## src/rtl/wt_pkg.sv

```systemverilog
package wt_pkg;

    localparam int SEL_W  = 3;
    localparam int PDIV_W = 10;
    localparam int ADDR_W = 2;
    localparam int CTRL_W = 4;
    localparam int FLAG_N = 3;

    localparam logic [ADDR_W-1:0] ADDR_CMP  = 2'd0;
    localparam logic [ADDR_W-1:0] ADDR_TOP  = 2'd1;
    localparam logic [ADDR_W-1:0] ADDR_CTRL = 2'd2;
    localparam logic [ADDR_W-1:0] ADDR_CLR  = 2'd3;

    localparam int FLG_CMP = 0;
    localparam int FLG_TOP = 1;
    localparam int FLG_OVF = 2;

    typedef enum logic [1:0] {
        MODE_CTC_CMP = 2'd0,
        MODE_CTC_TOP = 2'd1,
        MODE_PWM_TOP = 2'd2,
        MODE_PWM_CMP = 2'd3
    } mode_e;

    typedef enum logic [1:0] {
        COM_OFF    = 2'd0,
        COM_TOGGLE = 2'd1,
        COM_CLEAR  = 2'd2,
        COM_SET    = 2'd3
    } com_e;

    typedef struct packed {
        com_e  com;
        mode_e mode;
    } ctrl_t;

    typedef struct packed {
        logic tick;
        logic at_top;
        logic at_cmp;
        logic at_max;
    } evt_t;

    function automatic logic [PDIV_W-1:0] presc_limit(input logic [SEL_W-1:0] sel);
        case (sel)
            3'd1:    return PDIV_W'(7);
            3'd2:    return PDIV_W'(63);
            3'd3:    return PDIV_W'(255);
            3'd4:    return PDIV_W'(1023);
            default: return '0;
        endcase
    endfunction

    function automatic logic is_pwm(input mode_e m);
        return (m == MODE_PWM_TOP) || (m == MODE_PWM_CMP);
    endfunction

    function automatic logic top_from_cmp(input mode_e m);
        return (m == MODE_CTC_CMP) || (m == MODE_PWM_CMP);
    endfunction

endpackage

```

## src/rtl/wt_prescaler.sv

```systemverilog
module wt_prescaler
    import wt_pkg::*;
(
    input  logic             clk,
    input  logic             rst,
    input  logic [SEL_W-1:0] sel,
    output logic             tick
);

    logic [PDIV_W-1:0] pcnt;
    logic [PDIV_W-1:0] limit;

    always_comb begin
        limit = presc_limit(sel);
        tick  = (pcnt >= limit);
    end

    always_ff @(posedge clk) begin
        if (rst) begin
            pcnt <= '0;
        end else if (tick) begin
            pcnt <= '0;
        end else begin
            pcnt <= pcnt + 1'b1;
        end
    end

endmodule

```

## src/rtl/wt_regfile.sv

```systemverilog
module wt_regfile
    import wt_pkg::*;
#(
    parameter int CNT_W = 16
) (
    input  logic              clk,
    input  logic              rst,
    input  logic              wr_en,
    input  logic [ADDR_W-1:0] wr_addr,
    input  logic [CNT_W-1:0]  wr_data,
    input  logic              load_stage,
    output ctrl_t             ctrl,
    output logic [CNT_W-1:0]  cmp_act,
    output logic [CNT_W-1:0]  top_reg
);

    logic [CNT_W-1:0] cmp_stage;
    logic             wr_cmp;

    assign wr_cmp = wr_en && (wr_addr == ADDR_CMP);

    always_ff @(posedge clk) begin
        if (rst) begin
            cmp_stage <= '0;
            top_reg   <= '0;
            ctrl      <= '{com: COM_OFF, mode: MODE_CTC_CMP};
        end else if (wr_en) begin
            case (wr_addr)
                ADDR_CMP:  cmp_stage <= wr_data;
                ADDR_TOP:  top_reg   <= wr_data;
                ADDR_CTRL: ctrl      <= ctrl_t'(wr_data[CTRL_W-1:0]);
                default:   ;
            endcase
        end
    end

    // Unbuffered in CTC modes, loaded at TOP in PWM modes.
    always_ff @(posedge clk) begin
        if (rst) begin
            cmp_act <= '0;
        end else if (!is_pwm(ctrl.mode)) begin
            cmp_act <= wr_cmp ? wr_data : cmp_stage;
        end else if (load_stage) begin
            cmp_act <= cmp_stage;
        end
    end

endmodule

```

## src/rtl/wt_counter.sv

```systemverilog
module wt_counter
    import wt_pkg::*;
#(
    parameter int CNT_W = 16
) (
    input  logic             clk,
    input  logic             rst,
    input  logic             tick,
    input  logic [CNT_W-1:0] top_val,
    input  logic [CNT_W-1:0] cmp_act,
    output logic [CNT_W-1:0] cnt,
    output evt_t             evt
);

    localparam logic [CNT_W-1:0] CNT_MAX = '1;

    always_comb begin
        evt.tick   = tick;
        evt.at_top = (cnt == top_val);
        evt.at_cmp = (cnt == cmp_act);
        evt.at_max = (cnt == CNT_MAX);
    end

    always_ff @(posedge clk) begin
        if (rst) begin
            cnt <= '0;
        end else if (tick) begin
            if (evt.at_top) begin
                cnt <= '0;
            end else begin
                cnt <= cnt + 1'b1;
            end
        end
    end

endmodule

```

## src/rtl/wt_outputs.sv

```systemverilog
module wt_outputs
    import wt_pkg::*;
(
    input  logic              clk,
    input  logic              rst,
    input  evt_t              evt,
    input  ctrl_t             ctrl,
    input  logic              wr_en,
    input  logic [ADDR_W-1:0] wr_addr,
    input  logic [FLAG_N-1:0] clr_bits,
    output logic              wave,
    output logic [FLAG_N-1:0] flags
);

    logic              pwm;
    logic              bottom;
    logic              match;
    logic [FLAG_N-1:0] set_vec;
    logic [FLAG_N-1:0] clr_vec;

    always_comb begin
        pwm    = is_pwm(ctrl.mode);
        bottom = evt.tick && evt.at_top && pwm;
        match  = evt.tick && evt.at_cmp;

        set_vec          = '0;
        set_vec[FLG_CMP] = match;
        set_vec[FLG_TOP] = evt.tick && evt.at_top && !top_from_cmp(ctrl.mode);
        set_vec[FLG_OVF] = evt.tick && evt.at_max;

        clr_vec = (wr_en && (wr_addr == ADDR_CLR)) ? clr_bits : '0;
    end

    always_ff @(posedge clk) begin
        if (rst) begin
            flags <= '0;
        end else begin
            flags <= (flags & ~clr_vec) | set_vec;
        end
    end

    always_ff @(posedge clk) begin
        if (rst) begin
            wave <= 1'b0;
        end else begin
            case (ctrl.com)
                COM_OFF:    wave <= 1'b0;
                COM_TOGGLE: if (match) wave <= ~wave;
                COM_CLEAR: begin
                    if (bottom)     wave <= 1'b1;
                    else if (match) wave <= 1'b0;
                end
                COM_SET: begin
                    if (bottom)     wave <= 1'b0;
                    else if (match) wave <= 1'b1;
                end
                default:    wave <= 1'b0;
            endcase
        end
    end

endmodule

```

## src/rtl/wavetimer16.sv

```systemverilog
module wavetimer16
    import wt_pkg::*;
#(
    parameter int CNT_W = 16
) (
    input  logic              clk,
    input  logic              rst,
    input  logic [SEL_W-1:0]  presc_sel,
    input  logic              wr_en,
    input  logic [ADDR_W-1:0] wr_addr,
    input  logic [CNT_W-1:0]  wr_data,
    output logic              wave_o,
    output logic              flag_cmp_o,
    output logic              flag_top_o,
    output logic              flag_ovf_o,
    output logic [CNT_W-1:0]  cnt_o
);

    logic              tick;
    ctrl_t             ctrl;
    logic [CNT_W-1:0]  cmp_act;
    logic [CNT_W-1:0]  top_reg;
    logic [CNT_W-1:0]  top_val;
    logic [CNT_W-1:0]  cnt;
    evt_t              evt;
    logic [FLAG_N-1:0] flags;

    assign top_val = top_from_cmp(ctrl.mode) ? cmp_act : top_reg;

    wt_prescaler u_presc (
        .clk  (clk),
        .rst  (rst),
        .sel  (presc_sel),
        .tick (tick)
    );

    wt_regfile #(.CNT_W(CNT_W)) u_regs (
        .clk        (clk),
        .rst        (rst),
        .wr_en      (wr_en),
        .wr_addr    (wr_addr),
        .wr_data    (wr_data),
        .load_stage (evt.tick && evt.at_top),
        .ctrl       (ctrl),
        .cmp_act    (cmp_act),
        .top_reg    (top_reg)
    );

    wt_counter #(.CNT_W(CNT_W)) u_cnt (
        .clk     (clk),
        .rst     (rst),
        .tick    (tick),
        .top_val (top_val),
        .cmp_act (cmp_act),
        .cnt     (cnt),
        .evt     (evt)
    );

    wt_outputs u_out (
        .clk      (clk),
        .rst      (rst),
        .evt      (evt),
        .ctrl     (ctrl),
        .wr_en    (wr_en),
        .wr_addr  (wr_addr),
        .clr_bits (wr_data[FLAG_N-1:0]),
        .wave     (wave_o),
        .flags    (flags)
    );

    assign cnt_o      = cnt;
    assign flag_cmp_o = flags[FLG_CMP];
    assign flag_top_o = flags[FLG_TOP];
    assign flag_ovf_o = flags[FLG_OVF];

endmodule

```

## config.mk

```make
export PLATFORM = sky130hd
export DESIGN_NAME = wavetimer16
export DESIGN_NICKNAME = d
export VERILOG_FILES = /design/src/rtl/wt_pkg.sv /design/src/rtl/wt_prescaler.sv /design/src/rtl/wt_regfile.sv /design/src/rtl/wt_counter.sv /design/src/rtl/wt_outputs.sv /design/src/rtl/wavetimer16.sv
export SDC_FILE = /design/constraint.sdc
export NUM_CORES = 1
export LEC_CHECK = 0
export CORE_ASPECT_RATIO = 1.5
export CORE_MARGIN = 2
export CORE_UTILIZATION = 30
export DETAILED_ROUTE_END_ITERATION = 6
export PLACE_DENSITY_LB_ADDON = 0.2
export REMOVE_ABC_BUFFERS = 1
export SYNTH_ARGS = -nofsm -noshare
export SYNTH_HDL_FRONTEND = slang
export SYNTH_HIERARCHICAL = 1
export SYNTH_SLANG_ARGS = --single-unit
```

## constraint.sdc

```tcl
create_clock -name clk -period 5.2 [get_ports clk]
set_input_delay 1.56 -clock clk [delete_from_list [all_inputs] [get_ports clk]]
set_output_delay 1.56 -clock clk [all_outputs]
set_load 0.005 [all_outputs]
```

**Word level (Yosys, flattened, before mapping)**

Cells that the tools add are included.

- Register bits after elaboration: 82
- Latch bits: 0
- RAM bits: 0
- Memory bits (read-only): 0
- Output and inout bits: 20
- Memories kept: 0

- $add $sub $neg: 2
- Multiply operators: 0
- Divide/modulo/power cells: 0
- Magnitude comparators: 1
- Equal/unequal tests: 19
- Shift operators: 0
- Multiplexer cells: 13
- Bitwise logic cells: 4
- Reduce and logical (&&, ||, !) cells: 18

Operators by type and width:

| kind | number |
|---|---|
| 2-to-1 mux 16 bit | 5 |
| one-hot mux 10 bit (4 select lines) | 1 |
| equality test 16 bit | 2 |
| adder 16 x 1 -> 16 bit, second input constant | 1 |
| equality test 16 bit, second input constant | 1 |
| equality test 2 bit, second input constant | 6 |
| adder 10 x 1 -> 10 bit, second input constant | 1 |
| >= comparator 10 bit | 1 |
| logical AND 1 bit | 7 |
| equality test 3 x 2 -> 1 bit, second input constant | 2 |
| zero test 2 bit | 3 |
| inequality test 3 x 1 -> 1 bit, second input constant | 2 |
| AND reduction 2 bit | 3 |
| 2-to-1 mux 1 bit | 5 |
| equality test 2 x 1 -> 1 bit, second input constant | 2 |
| one-hot mux 1 bit (4 select lines) | 1 |
| bitwise AND 3 bit | 1 |
| equality test 3 x 1 -> 1 bit, second input constant | 1 |
| equality test 3 bit, second input constant | 1 |
| 2-to-1 mux 3 bit | 1 |
| inverter 3 bit | 1 |
| bitwise OR 3 bit | 1 |
| AND reduction 3 bit | 1 |
| logical OR 1 bit | 2 |
| other kinds (5) | 5 |

**Longest topological paths before layout**

- Depth in word-level cells: 8
- Depth in mapped cells: 15
- Depth with buffers taken out: 12

**Modules after synthesis**

Netlist, hierarchy kept.

Modules (own cells, without submodules):

| module | instances | cells an instance | area an instance (µm²) | sequential area each (µm²) |
|---|---|---|---|---|
| wt_regfile | 1 | 245 | 2074.5 | 1041.0 |
| wt_counter | 1 | 148 | 1238.7 | 320.3 |
| wt_prescaler | 1 | 75 | 660.6 | 200.2 |
| wavetimer16 | 1 | 19 | 214.0 | 0.0 |
| wt_outputs | 1 | 24 | 212.7 | 80.1 |

**Worst setup path after synthesis**

OpenSTA, ideal clock, no wires.

- Path kind: input-to-reg
- Start: in presc_sel[0]
- End: reg u_cnt.cnt[13]
- Setup time: 115 ps
- Arrival: 4020 ps
- Data required time: 5085 ps
- Setup slack: 1065 ps
- Cell stages on the path: 13
- Buffers on the path: 2
- Cell sequence: nor2_1 a22oi_1 ha_1 nand4_1 or3_1 o221ai_2 buf_6 clkbuf_1 nand2_1 nor3_1 nand4_1 xor2_1 nor2_2

- Cells in the longest elaborated chain, start to end: 3
- Elaborated cells between the ends (all ways): 6
- Those cells by class: order compare (1); eq/ne (4); mux (1)

RTL lines:

| element | line | RTL |
|---|---|---|
| start, declared | wavetimer16.sv:8 | `input logic [SEL_W-1:0] presc_sel,` |
| equality test 3 bit (tied with other cells) | wt_pkg.sv:45 | `case (sel)` |
| one-hot mux 10 bit (4 select lines) * | wt_pkg.sv:45 |  |
| >= comparator 10 bit * | wt_prescaler.sv:15 | `tick = (pcnt >= limit);` |
| named net tick | wavetimer16.sv:19 | `logic tick;` |
| end signal, assigned | wt_counter.sv:31 | `cnt <= cnt + 1'b1;` |
| end, declared | wt_counter.sv:11 | `output logic [CNT_W-1:0] cnt,` |

The timed path passes the listed nets; every way through them passes the cells marked *.
A chain may end at the register's enable or synchronous reset.

**Worst setup path after layout**

- Start: in presc_sel[0]
- End: reg u_regs.cmp_act[0]

- Cells in the longest elaborated chain, start to end: 5
- Elaborated cells between the ends (all ways): 8
- Those cells by class: order compare (1); eq/ne (5); mux (1); reduce/logical (1)

RTL lines:

| element | line | RTL |
|---|---|---|
| equality test 3 bit (tied with other cells) | wt_pkg.sv:45 |  |
| one-hot mux 10 bit (4 select lines) * | wt_pkg.sv:45 |  |
| >= comparator 10 bit * | wt_prescaler.sv:15 |  |
| named net tick | wavetimer16.sv:19 |  |
| logical AND 1 bit * | wavetimer16.sv:43 | `.load_stage (evt.tick && evt.at_top),` |
| inequality test 2 bit (no source line) * | n/a |  |
| end signal, assigned | wt_regfile.sv:42 | `cmp_act <= wr_cmp ? wr_data : cmp_stage;` |
| end signal, assigned | wt_regfile.sv:44 | `cmp_act <= cmp_stage;` |
| end, declared | wt_regfile.sv:13 | `output logic [CNT_W-1:0] cmp_act,` |

Marks and branches as above.

==> impl_table.tex <==
\begin{tabular}{lr}
\hline
Metric & Value \\
\hline
\multicolumn{2}{l}{\textbf{Min path}} \\
\quad Start point of the worst hold path & u\_out/flags[0]\$\_SDFF\_PP0\_ \\
\quad Hold path depth & 2 \\
\quad End of the worst hold path & u\_out/flags[0]\$\_SDFF\_PP0\_ \\
\quad Worst hold path type & reg2reg \\
\multicolumn{2}{l}{\textbf{Routing}} \\
\quad Final routed wirelength across all metal layers & between 10000 and 15000 µm \\
\quad Via density & slightly below 5 \\
\quad Drt initial violations & between 100 and 150 \\
\quad Routed wirelength normalized by instance count & between 15 and 20 µm \\
\quad Final ANT Viol Nets & 0 \\
\quad Vias post-DR & 3616 \\
\quad Number of optimization iterations in the first detailed-route pass & 5 \\
\quad Post-route DRC & 0 \\
\multicolumn{2}{l}{\textbf{Timing}} \\
\quad Slew @ Worst Pin & just under 900 ps \\
\quad Final hold vios & 0 \\
\quad Fin Setup TNS & 0 ps \\
\quad Setup violations, final & 0 \\
\quad Fin crit share & 0.825 \\
\quad Unrepaired setup endpoints after global routing & false \\
\quad Worst slew margin & 0.419 \\
\quad Setup ws final & 911 ps \\
\quad Highest achievable clock rate & between 0.2 and 0.25 GHz \\
\quad Final critical path time including I/O delays and setup & roughly 4300 ps \\
\quad Clock tree skew after final layout & 10.4 ps \\
\quad Max Transition Viols Final & 0 \\
\multicolumn{2}{l}{\textbf{Setup path}} \\
\quad Kind of cell adding the most delay to the critical path & simple AND/OR/NAND/NOR gates \\
\quad Worst setup path class & in2reg \\
\quad Slowest stage cell on the critical path & clkdlybuf4s50\_1 \\
\quad Maximum cell stage delay along the critical path & around 420 ps \\
\quad Critical register-to-register path startpoint & u\_regs/ctrl[0]\$\_SDFFE\_PP0P\_ \\
\quad Top fanout value on the critical path & 16 \\
\quad Cell breakdown of the critical path & clkdlybuf4s50\_1 -> nor2\_1 -> a22oi\_1 -> ha\_1 -> nand4\_1 -> or3\_1 -> o221ai\_2 -> and2\_1 -> buf\_4 -> mux2i\_1 -> a21o\_1 -> a21oi\_1 \\
\quad Worst Setup Start Kind & input port \\
\quad Data arrival, critical path & around 4500 ps \\
\quad Buffers plus inverters on the worst setup path & 2 \\
\quad Req. time, crit path & 5430 ps \\
\quad Reg2reg path depth & 11 \\
\quad Capturing point of the worst reg2reg path & u\_regs/cmp\_act[0]\$\_SDFFE\_PP0P\_ \\
\quad Worst reg-to-reg setup slack & between 1500 and 2000 ps \\
\quad Crit end category & flip-flop \\
\multicolumn{2}{l}{\textbf{CTS}} \\
\quad Total clock buffers created by CTS & 9 \\
\quad H-tree lvl count & 3 \\
\quad Clock insertion delay at the later pin of the skew report & between 300 and 400 ps \\
\quad Count of instances resized after the clock tree is built & 0 \\
\quad Number of buffers inserted by post-CTS setup repair & 0 \\
\quad Clock tree from TritonCTS & yes \\
\quad Sinks on the clock net & 82 \\
\quad Count of hold buffers inserted by post-cts repair & 0 \\
\quad Buffers from clock root to sink, at most & 2 \\
\quad Clock root buffer & clkbuf\_16 \\
\quad Clock slew at the register clock pins of the worst setup and hold paths & 70 ps \\
\multicolumn{2}{l}{\textbf{Global route}} \\
\quad Maximum number of pins on one net before global-route repair & between 40 and 50 \\
\quad Number of global-route vias before repair & $\sim$3600 \\
\quad Global-route wire length before repair & between 15000 and 20000 µm \\
\quad Overflow left after global routing & 0 \\
\quad Number of antenna violations at the first check in global routing & 0 \\
\quad Global Route Usage Sum & 0.147 \\
\multicolumn{2}{l}{\textbf{Power and ir drop}} \\
\quad Maximum VDD drop & 0.173 mV \\
\quad Power density normalized to cell area & about 290 nW/µm² \\
\quad Leakage power of the design & 1.94 nW \\
\multicolumn{2}{l}{\textbf{Layout}} \\
\quad Count of nets after finishing & between 500 and 600 \\
\quad Fin area & about 5200 µm² \\
\quad Antenna Cells & 0 \\
\quad Layout-stage area growth over the synthesis result & 18.8\% \\
\quad Final cell utilization of the core & 0.362 \\
\quad Share of layout cells above drive strength 1 & 0.106 \\
\multicolumn{2}{l}{\textbf{Synth}} \\
\quad Sequential fraction of the synthesis area & 0.373 \\
\quad \#FFs+latches synth & 82 \\
\quad Post-synth EDFFs & 0 \\
\quad Yosys warning total & 6 \\
\quad Library cells used by synthesis & between 40 and 50 \\
\quad Number of instances in the synthesized netlist & roughly 510 \\
\quad Cell area after synthesis & 4400 µm² \\
\quad Share of flip-flops with an asynchronous set or reset after synthesis & 0 \\
\quad Synthesized area divided by synthesized cell count & around 8.6 µm² \\
\quad Top FF cell, synth & dfxtp\_1 \\
\multicolumn{2}{l}{\textbf{Placement}} \\
\quad Final GP Congestion & 0.734 \\
\quad Minimum setup slack after placement & between 500 and 600 ps \\
\quad Buffers on Ports & 43 \\
\quad Dpl cell area & roughly 5000 µm² \\
\quad Half-perimeter wire length after placement & 8010 µm \\
\multicolumn{2}{l}{\textbf{Floorplan}} \\
\quad Effective utilization at floorplan & 0.304 \\
\quad Top-Level Pins & 44 \\
\quad Chip Height & $\sim$150 µm \\
\quad Core region area & around 14000 µm² \\
\quad Die boundary width & slightly above 100 µm \\
\quad Number of cell rows & 54 \\
\quad DIE AREA & around 16000 µm² \\
\multicolumn{2}{l}{\textbf{Run status}} \\
\quad Result of the run & completed \\
\multicolumn{2}{l}{\textbf{Run}} \\
\quad Max-capacitance violation count & 0 \\
\hline
\end{tabular}
-- cell families (layout without fill, tap and decap cells) --
| kind of cell | Yosys count | in the layout | share of synthesized area |
|---|---|---|---|
| AO/OA/AOI/OAI | 105 | 105 | 0.136 |
| XOR/XNOR | 52 | 52 | 0.105 |
| flip-flops | 82 | 82 | 0.373 |
| multiplexers | 36 | 36 | 0.0864 |
| adder cells (fa/ha/maj) | 14 | 14 | 0.0398 |
| buffers and inverters | 45 | 72 | 0.0543 |
| AND/OR/NAND/NOR | 177 | 177 | 0.205 |
-- final cells by class --
type                    instances  area [µm²]
well taps                     196         245
flip-flops and latches         82        1640
repair buffers                 49         470
multi-input cells             384        2530
clock inverters                 6        90.1
clock buffers                  10         229
fillers                      1571        9230
inverters                       7        26.3
-- cell usage in the layout (no fill, tap or decap), types with 3 or more instances in the layout --
| cell | synthesis | routed |
|---|---|---|
| dfxtp_1 | 82 | 82 |
| ha_1 | 14 | 14 |
| a21oi_1 | 74 | 74 |
| xnor2_1 | 28 | 28 |
| clkbuf_16 | 0 | 9 |
| nand2_1 | 84 | 84 |
| inv_1 | 6 | 6 |
| o21ai_1 | 3 | 3 |
| nor2_2 | 10 | 10 |
| xor2_1 | 23 | 23 |
| nor4_1 | 4 | 4 |
| a21o_1 | 18 | 18 |
| buf_4 | 3 | 6 |
| clkdlybuf4s50_1 | 0 | 42 |
| mux2i_1 | 20 | 20 |
| nand3b_1 | 4 | 4 |
| nor3_1 | 13 | 13 |
| nor3b_1 | 3 | 3 |
| mux2_2 | 16 | 16 |
| nor4_2 | 4 | 4 |
| nand3_1 | 11 | 11 |
| nor2_1 | 12 | 12 |
| nand4_1 | 15 | 15 |
| and3_1 | 3 | 3 |
-- synthesized netlist by cell type, types with 3 or more instances --
cell type	n	area share
nand2_1	84	0.072
dfxtp_1	82	0.37
a21oi_1	74	0.084
xnor2_1	28	0.056
xor2_1	23	0.046
mux2i_1	20	0.045
a21o_1	18	0.031
mux2_2	16	0.041
buf_2	15	0.017
nand4_1	15	0.021
ha_1	14	0.040
nor3_1	13	0.015
clkbuf_1	12	0.010
nor2_1	12	0.010
nand3_1	11	0.013
nor2_2	10	0.014
inv_1	6	0.0051
buf_6	5	0.013
nand3b_1	4	0.0068
nor4_1	4	0.0057
nor4_2	4	0.011
and3_1	3	0.0043
buf_4	3	0.0051
nor3b_1	3	0.0051
o21ai_1	3	0.0034
-- report_power, final --
part           switching, mW  leakage, nW  internal [mW]  total [mW]
clock network          0.266        0.153          0.423       0.688
registers             0.0157        0.665          0.647       0.663
logic                 0.0964         1.12         0.0746       0.171
-- through the flow --
stage                     hold WS [ps]  cells  power (mW)
after detailed placement           446    718       0.850
final                              453    734        1.52
after global routing               479    734        1.59
after CTS                          456    734        1.54
after global placement             440    718       0.845
after floorplan                    427    473       0.777
-- layer usage --
metal / vias to the layer above / track usage / part of all wire
met5: - / 0 / 0
met4: 0 / 0.0614 / 0.023
met3: 16 / 0.0252 / 0.020
met2: 54 / 0.261 / 0.54
met1: 1731 / 0.169 / 0.42
li1: 1815 / - / -
-- worst max-delay path by stage --
stage	startpoint	endpoint	slack, ps	cells past startpoint
CTS	presc_sel[0]	u_regs/cmp_act[12]$_SDFFE_PP0P_	910	12
detailed placement	presc_sel[0]	u_regs/cmp_act[12]$_SDFFE_PP0P_	560	12
global route	presc_sel[0]	u_cnt/cnt[9]$_SDFFE_PP0P_	720	12
finish	presc_sel[0]	u_regs/cmp_act[0]$_SDFFE_PP0P_	910	12
floorplan	presc_sel[0]	u_regs/cmp_act[0]$_SDFFE_PP0P_	610	10
global placement	presc_sel[0]	u_cnt/cnt[13]$_SDFFE_PP0P_	700	12
-- worst min-delay path: cells and delay by family (launching register included) --
family	cells	cell delay, ps
compound gates	1	50
simple gates	1	50
flops	1	310
Note: power is estimated with default switching activity, not from simulation.
